[src/rtl/twi_pkg.sv]
// Shared types for the two-wire register slave.
// Assumes 8-bit bytes and 16-bit registers carried as two bytes.
package twi_pkg;
    localparam int BYTE_W = 8;
    localparam int WORD_W = 2 * BYTE_W;

    typedef enum logic [3:0] {
        ST_IDLE,
        ST_DEV, ST_DEV_ACK,
        ST_ADR, ST_ADR_ACK,
        ST_WHI, ST_WHI_ACK,
        ST_WLO, ST_WLO_ACK,
        ST_RHI, ST_RHI_ACK,
        ST_RLO, ST_RLO_ACK
    } twi_state_e;
endpackage

[src/rtl/twi_line_sync.sv]
// Brings the serial clock and data lines into the system clock domain and
// flags clock edges and start/stop conditions, one cycle wide each.
// Assumes SYNC_STAGES >= 2 and both lines idle high.
module twi_line_sync #(
    parameter int SYNC_STAGES = 2
) (
    input  logic clk,
    input  logic rst_n,
    input  logic scl_i,
    input  logic sda_i,
    output logic scl_lvl,
    output logic sda_lvl,
    output logic scl_rise,
    output logic scl_fall,
    output logic start_det,
    output logic stop_det
);
    logic [SYNC_STAGES-1:0] scl_chain, sda_chain;
    logic scl_prev, sda_prev;

    // Shift both lines through the synchronizer chain.
    always_ff @(posedge clk) begin
        if (!rst_n) begin
            scl_chain <= '1;
            sda_chain <= '1;
        end else begin
            scl_chain <= {scl_chain[SYNC_STAGES-2:0], scl_i};
            sda_chain <= {sda_chain[SYNC_STAGES-2:0], sda_i};
        end
    end

    // Keep the previous synchronized level for edge detection.
    always_ff @(posedge clk) begin
        if (!rst_n) begin
            scl_prev <= 1'b1;
            sda_prev <= 1'b1;
        end else begin
            scl_prev <= scl_chain[SYNC_STAGES-1];
            sda_prev <= sda_chain[SYNC_STAGES-1];
        end
    end

    // Decode edges and bus conditions from current and previous levels.
    always_comb begin
        scl_lvl   = scl_chain[SYNC_STAGES-1];
        sda_lvl   = sda_chain[SYNC_STAGES-1];
        scl_rise  = scl_lvl & ~scl_prev;
        scl_fall  = ~scl_lvl & scl_prev;
        start_det = scl_lvl & scl_prev & sda_prev & ~sda_lvl;
        stop_det  = scl_lvl & scl_prev & ~sda_prev & sda_lvl;
    end
endmodule

[src/rtl/twi_slave_fsm.sv]
// Protocol engine: identifier match, pointer load, word writes and word
// reads with auto-increment. Acts on the synchronized events from the line
// synchronizer; all line changes are made on clock-fall events.
module twi_slave_fsm
    import twi_pkg::*;
#(
    parameter logic [6:0] DEV_ID = 7'h1A,
    parameter int ADDR_W = 8
) (
    input  logic              clk,
    input  logic              rst_n,
    input  logic              scl_lvl,
    input  logic              sda_lvl,
    input  logic              scl_rise,
    input  logic              scl_fall,
    input  logic              start_det,
    input  logic              stop_det,
    input  logic [WORD_W-1:0] rd_data,
    output logic              sda_oe,
    output logic [ADDR_W-1:0] ptr,
    output logic              wr_pulse,
    output logic [WORD_W-1:0] wr_word
);
    localparam int CNT_W = $clog2(BYTE_W + 1);
    localparam logic [CNT_W-1:0] FULL = CNT_W'(BYTE_W);
    localparam logic [CNT_W-1:0] LAST = CNT_W'(BYTE_W - 1);

    twi_state_e        state;
    logic [CNT_W-1:0]  bit_cnt;
    logic [BYTE_W-1:0] shreg;
    logic [BYTE_W-1:0] hi_byte;
    logic              rw_bit;
    logic              nack;

    // Main protocol sequencer: conditions first, then per-state bit handling.
    always_ff @(posedge clk) begin
        if (!rst_n) begin
            state    <= ST_IDLE;
            bit_cnt  <= '0;
            shreg    <= '0;
            hi_byte  <= '0;
            rw_bit   <= 1'b0;
            nack     <= 1'b0;
            sda_oe   <= 1'b0;
            ptr      <= '0;
            wr_pulse <= 1'b0;
            wr_word  <= '0;
        end else begin
            wr_pulse <= 1'b0;
            if (start_det) begin
                state   <= ST_DEV;
                bit_cnt <= '0;
                sda_oe  <= 1'b0;
            end else if (stop_det) begin
                state  <= ST_IDLE;
                sda_oe <= 1'b0;
            end else begin
                case (state)
                    ST_DEV, ST_ADR, ST_WHI, ST_WLO: begin
                        if (scl_rise && bit_cnt < FULL) begin
                            shreg   <= {shreg[BYTE_W-2:0], sda_lvl};
                            bit_cnt <= bit_cnt + 1'b1;
                        end else if (scl_fall && bit_cnt == FULL) begin
                            bit_cnt <= '0;
                            sda_oe  <= 1'b1;
                            case (state)
                                ST_DEV: begin
                                    if (shreg[BYTE_W-1:1] == DEV_ID) begin
                                        rw_bit <= shreg[0];
                                        state  <= ST_DEV_ACK;
                                    end else begin
                                        sda_oe <= 1'b0;
                                        state  <= ST_IDLE;
                                    end
                                end
                                ST_ADR: begin
                                    ptr   <= ADDR_W'(shreg);
                                    state <= ST_ADR_ACK;
                                end
                                ST_WHI: begin
                                    hi_byte <= shreg;
                                    state   <= ST_WHI_ACK;
                                end
                                default: begin
                                    wr_pulse <= 1'b1;
                                    wr_word  <= {hi_byte, shreg};
                                    state    <= ST_WLO_ACK;
                                end
                            endcase
                        end
                    end
                    ST_DEV_ACK, ST_ADR_ACK, ST_WHI_ACK, ST_WLO_ACK: begin
                        if (scl_fall) begin
                            sda_oe  <= 1'b0;
                            bit_cnt <= '0;
                            case (state)
                                ST_DEV_ACK: begin
                                    if (rw_bit) begin
                                        shreg  <= rd_data[WORD_W-1:BYTE_W];
                                        sda_oe <= ~rd_data[WORD_W-1];
                                        state  <= ST_RHI;
                                    end else begin
                                        state <= ST_ADR;
                                    end
                                end
                                ST_ADR_ACK: state <= ST_WHI;
                                ST_WHI_ACK: state <= ST_WLO;
                                default: begin
                                    ptr   <= ptr + 1'b1;
                                    state <= ST_WHI;
                                end
                            endcase
                        end
                    end
                    ST_RHI, ST_RLO: begin
                        if (scl_fall) begin
                            if (bit_cnt == LAST) begin
                                bit_cnt <= '0;
                                sda_oe  <= 1'b0;
                                if (state == ST_RLO) begin
                                    ptr   <= ptr + 1'b1;
                                    state <= ST_RLO_ACK;
                                end else begin
                                    state <= ST_RHI_ACK;
                                end
                            end else begin
                                bit_cnt <= bit_cnt + 1'b1;
                                shreg   <= {shreg[BYTE_W-2:0], 1'b0};
                                sda_oe  <= ~shreg[BYTE_W-2];
                            end
                        end
                    end
                    ST_RHI_ACK, ST_RLO_ACK: begin
                        if (scl_rise) begin
                            nack <= sda_lvl;
                        end else if (scl_fall) begin
                            bit_cnt <= '0;
                            if (nack) begin
                                state <= ST_IDLE;
                            end else if (state == ST_RHI_ACK) begin
                                shreg  <= rd_data[BYTE_W-1:0];
                                sda_oe <= ~rd_data[BYTE_W-1];
                                state  <= ST_RLO;
                            end else begin
                                shreg  <= rd_data[WORD_W-1:BYTE_W];
                                sda_oe <= ~rd_data[WORD_W-1];
                                state  <= ST_RHI;
                            end
                        end
                    end
                    default: ;
                endcase
            end
        end
    end

    // the line enable only moves while the clock line is low.
    assert_oe_moves_scl_low_R1: assert property (@(posedge clk) disable iff (!rst_n)
        (sda_oe != $past(sda_oe)) |-> !scl_lvl);

    // every start condition restarts identifier reception.
    assert_start_enters_dev_R1: assert property (@(posedge clk) disable iff (!rst_n)
        start_det |=> (state == ST_DEV));

    // acknowledge of the identifier is driven while the clock is high.
    assert_dev_ack_driven_R2: assert property (@(posedge clk) disable iff (!rst_n)
        (state == ST_DEV_ACK && scl_lvl) |-> sda_oe);

    // an idle (unaddressed) slave never pulls the line.
    assert_idle_quiet_R3: assert property (@(posedge clk) disable iff (!rst_n)
        (state == ST_IDLE) |-> !sda_oe);

    // write strobe lasts one clock.
    assert_wr_single_R5: assert property (@(posedge clk) disable iff (!rst_n)
        wr_pulse |=> !wr_pulse);

    // a finished write word steps the pointer by exactly one.
    assert_ptr_step_R7: assert property (@(posedge clk) disable iff (!rst_n)
        ($past(state) == ST_WLO_ACK && state == ST_WHI) |-> (ptr == ADDR_W'($past(ptr) + 1'b1)));

    // line released while the host acknowledges a read byte.
    assert_release_host_ack_R8: assert property (@(posedge clk) disable iff (!rst_n)
        (state == ST_RHI_ACK || state == ST_RLO_ACK) |-> !sda_oe);
endmodule

[src/rtl/twi_reg_slave.sv]
// Top of the two-wire register slave: line synchronizer plus protocol
// engine. The register bank is external, read combinationally through
// reg_addr/reg_rd_data and written on the reg_wr strobe.
module twi_reg_slave
    import twi_pkg::*;
#(
    parameter logic [6:0] DEV_ID = 7'h1A,
    parameter int ADDR_W = 8,
    parameter int SYNC_STAGES = 2
) (
    input  logic              clk,
    input  logic              rst_n,
    input  logic              scl_i,
    input  logic              sda_i,
    output logic              sda_oe,
    output logic [ADDR_W-1:0] reg_addr,
    input  logic [WORD_W-1:0] reg_rd_data,
    output logic              reg_wr,
    output logic [WORD_W-1:0] reg_wr_data
);
    logic scl_lvl, sda_lvl, scl_rise, scl_fall, start_det, stop_det;

    twi_line_sync #(.SYNC_STAGES(SYNC_STAGES)) u_sync (
        .clk       (clk),
        .rst_n     (rst_n),
        .scl_i     (scl_i),
        .sda_i     (sda_i),
        .scl_lvl   (scl_lvl),
        .sda_lvl   (sda_lvl),
        .scl_rise  (scl_rise),
        .scl_fall  (scl_fall),
        .start_det (start_det),
        .stop_det  (stop_det)
    );

    twi_slave_fsm #(.DEV_ID(DEV_ID), .ADDR_W(ADDR_W)) u_fsm (
        .clk       (clk),
        .rst_n     (rst_n),
        .scl_lvl   (scl_lvl),
        .sda_lvl   (sda_lvl),
        .scl_rise  (scl_rise),
        .scl_fall  (scl_fall),
        .start_det (start_det),
        .stop_det  (stop_det),
        .rd_data   (reg_rd_data),
        .sda_oe    (sda_oe),
        .ptr       (reg_addr),
        .wr_pulse  (reg_wr),
        .wr_word   (reg_wr_data)
    );
endmodule

[config.mk]
export PLATFORM = sky130hd
export DESIGN_NAME = twi_reg_slave
export DESIGN_NICKNAME = d
export VERILOG_FILES = /design/src/rtl/twi_pkg.sv /design/src/rtl/twi_line_sync.sv /design/src/rtl/twi_slave_fsm.sv /design/src/rtl/twi_reg_slave.sv
export SDC_FILE = /design/constraint.sdc
export NUM_CORES = 1
export LEC_CHECK = 0
export CORE_ASPECT_RATIO = 1.4
export CORE_MARGIN = 2
export CORE_UTILIZATION = 54
export CTS_CLUSTER_SIZE = 28
export DETAILED_ROUTE_END_ITERATION = 7
export GPL_TIMING_DRIVEN = 0
export PLACE_DENSITY = 0.78
export SLEW_MARGIN = 10
export SYNTH_ARGS = -nofsm -noshare
export SYNTH_HDL_FRONTEND = slang
export SYNTH_SLANG_ARGS = --single-unit
[constraint.sdc]
create_clock -name clk -period 3.1 [get_ports clk]
set_clock_uncertainty 0.1 [all_clocks]
set_input_delay 0.62 -clock clk [delete_from_list [all_inputs] [get_ports clk]]
set_output_delay 0.62 -clock clk [all_outputs]
set_load 0.005 [all_outputs]
==> out/metrics.cfg <==
[global_route]
grt_max_degree=12
grt_pass1_wl_um=14120
gr-total-overflow=0
antenna_found_initial=0
track_usage=0.3078
grt_pass1_vias=2968

[timing]
fin_setup_tns_ns=0
hold_violations=0
period_share=0.8732
finalSetupViolations=0
post-route-min-period_ns=2.707
max-slew-margin-rel=0.3138
final-max-slew-violation-count=0
rsz0062_at_grt=no
max_freq_ghz=0.3694
worstMarginPinSlew_ns=1.020

[clock_tree]
cts_setup_buffers=0
clkSinkCount=58
cts_buffers=9
cts_resized=0
clk_latency_ns=0.35
cts_tree=done
cts_root_buffer=clkbuf_8
cts_max_level=3
cts_hold_buf=0
clkTransAtPathRegs_ns=0.07
max-clock-path-buffers=2

[synth]
synth_edf_count=0
synthArstFlopShare=0
synthFlopType=dfxtp_1
ys_seq_elements=58
yosysWarnings=0
synth_cell_types=58
synth_seq_area_share=0.3917
syn_area_mm2=0.002964
syn_area_per_cell_um2=7.989
syn-num-nets=394
synth_cells=371

[floorplan]
core.rowCount=31
core_mm2=0.005236
dieArea_mm2=0.006106
die_h_um=91.66
die_w_um=66.62
start_util=0.5661
ios=46

[drt]
wire_per_inst_um=17.65
wl_um=8789
drc=0
viasPerCell=6.122
ant_nets=0
firstDrtPassIters=7
vias=3049
drtIter0Drc=281

[power]
power_mw=2.416
ir_worst_vdd_mv=0.5123
p_leak_nw=1.349
powerDensity_mw_per_mm2=654.5

[critical_path]
arrival_ns=2.89
crit_path_end_kind=register
crit_type=reg2reg
required_ns=3.28
path_max_fanout=10
r2r_slack_ns=0.39
reg2regPathDepth=7
critPathLaunchType=register

[hold_path]
hold_path_class=reg2reg
hold_depth=1

[place]
portBuffers=45
gp_congestion=1.006
dpl_cell_area_mm2=0.003497
place_inst=482
dp_hpwl_um=6428

[cells_and_area]
final_area_mm2=0.003691
syn2layout_area_growth_pct=24.53
antenna_cells=0
drive_above_1_share=0.07407
fillerInstances=449
stdcell_count=498
nNetsFinal=450
final_util=0.7049

[run]
drv_cap=0

[status]
status=complete, no violations

stage by stage:
step | hold slack, ns | setup WS (ns)
final | 0.3134 | 0.3929
after floorplan | 0.2863 | 0.8326
after CTS | 0.3191 | 0.4093
after global routing | 0.3381 | 0.08302
after global placement | 0.2937 | 0.3780
after detailed placement | 0.3018 | 0.4184
critical path, cell delays in order (launching register included):
cell and delay (ns):
dfxtp_1 0.30, buf_2 0.22, clkbuf_1 0.38, nand2_1 0.30, nor3_1 0.67, clkbuf_1 0.42, nand2_1 0.13, a21oi_1 0.13
power by group:
part	leakage (nW)	internal, mW	switching, mW
sequential	0.469	0.791	0.0693
combinational	0.781	0.321	0.539
clock	0.0990	0.369	0.326
total	1.35	1.48	0.934
routing by layer:
layer	global-route usage	part of all wire	vias up
li1	-	-	1450
met1	0.3452	0.37	1401
met2	0.5225	0.50	163
met3	0.05276	0.077	35
met4	0.1956	0.054	0
met5	0	0	-
layout make-up:
type                            count  area, µm²  area share
Buffer                             20      93.84     0.02542
Clock buffer                        9      123.9     0.03356
Clock inverter                      7      70.07     0.01898
Inverter                            8      30.03    0.008136
Multi-Input combinational cell    285       1679      0.4549
Sequential cell                    58       1161      0.3146
Tap cell                           66      82.58     0.02237
Timing Repair Buffer               45      450.4      0.1220
cells by family after synthesis:
| logic type | count (synthesis) | share of synthesized area |
|---|---|---|
| AO/OA/AOI/OAI | 108 | 0.2389 |
| XOR/XNOR | 1 | 0.002955 |
| adder cells (fa/ha/maj) | 3 | 0.01266 |
| buffers and inverters | 28 | 0.04179 |
| flip-flops | 58 | 0.3917 |
| multiplexers | 15 | 0.05107 |
| AND/OR/NAND/NOR | 158 | 0.2609 |
flip-flops by register name, indices dropped and copies added (netlist names):
register	flops
u_fsm.wr_pulse	1
u_fsm.shreg	8
u_sync.sda_prev	1
u_fsm.wr_word	16
u_fsm.nack	1
u_fsm.bit_cnt	4
u_fsm.hi_byte	8
u_fsm.rw_bit	1
u_sync.sda_chain	2
u_fsm.state	4
u_fsm.ptr	8
u_fsm.sda_oe	1
u_sync.scl_chain	2
u_sync.scl_prev	1
final timing paths:
path,start,end
worst min-delay path,u_sync.scl_chain[0],u_sync.scl_chain[1]
worst max register to register,u_fsm.state[2],u_fsm.wr_word[13]
worst min register to register,u_sync.scl_chain[0],u_sync.scl_chain[1]
worst max-delay path,u_fsm.state[2],u_fsm.wr_word[13]
synthesized netlist by cell type, types with 2 or more instances:
master	count	area share
nand2_1	72	0.091
dfxtp_1	58	0.39
a21oi_1	46	0.078
nor2_1	21	0.027
mux2i_1	14	0.047
nor3_1	14	0.024
clkbuf_1	12	0.015
nand3_1	10	0.017
a21o_1	9	0.023
nand2b_1	9	0.019
o21ai_0	8	0.014
a22oi_1	7	0.018
inv_1	6	0.0076
o31ai_1	6	0.015
nand4b_1	5	0.015
nor2b_1	5	0.011
o32ai_1	4	0.012
a211oi_1	3	0.0076
a221oi_1	3	0.0089
and3_1	3	0.0063
buf_2	3	0.0051
ha_1	3	0.013
o211a_1	3	0.010
o21a_1	3	0.0076
o22ai_1	3	0.0063
and2b_1	2	0.0051
buf_1	2	0.0025
buf_4	2	0.0051
clkinv_1	2	0.0025
nand3b_1	2	0.0051
o211ai_1	2	0.0051
o221ai_1	2	0.0059
or2_2	2	0.0042
cells in the final DEF, fill, tap and decap left out, types with 10 or more instances in the layout:
cell type	Yosys	final
nand2_1	72	72
clkdlybuf4s50_1	0	45
dfxtp_1	58	58
nor3_1	14	14
clkbuf_1	12	12
nor2_1	21	21
mux2i_1	14	14
nand3_1	10	10
a21oi_1	46	46
(Power assumes the default switching activity.)
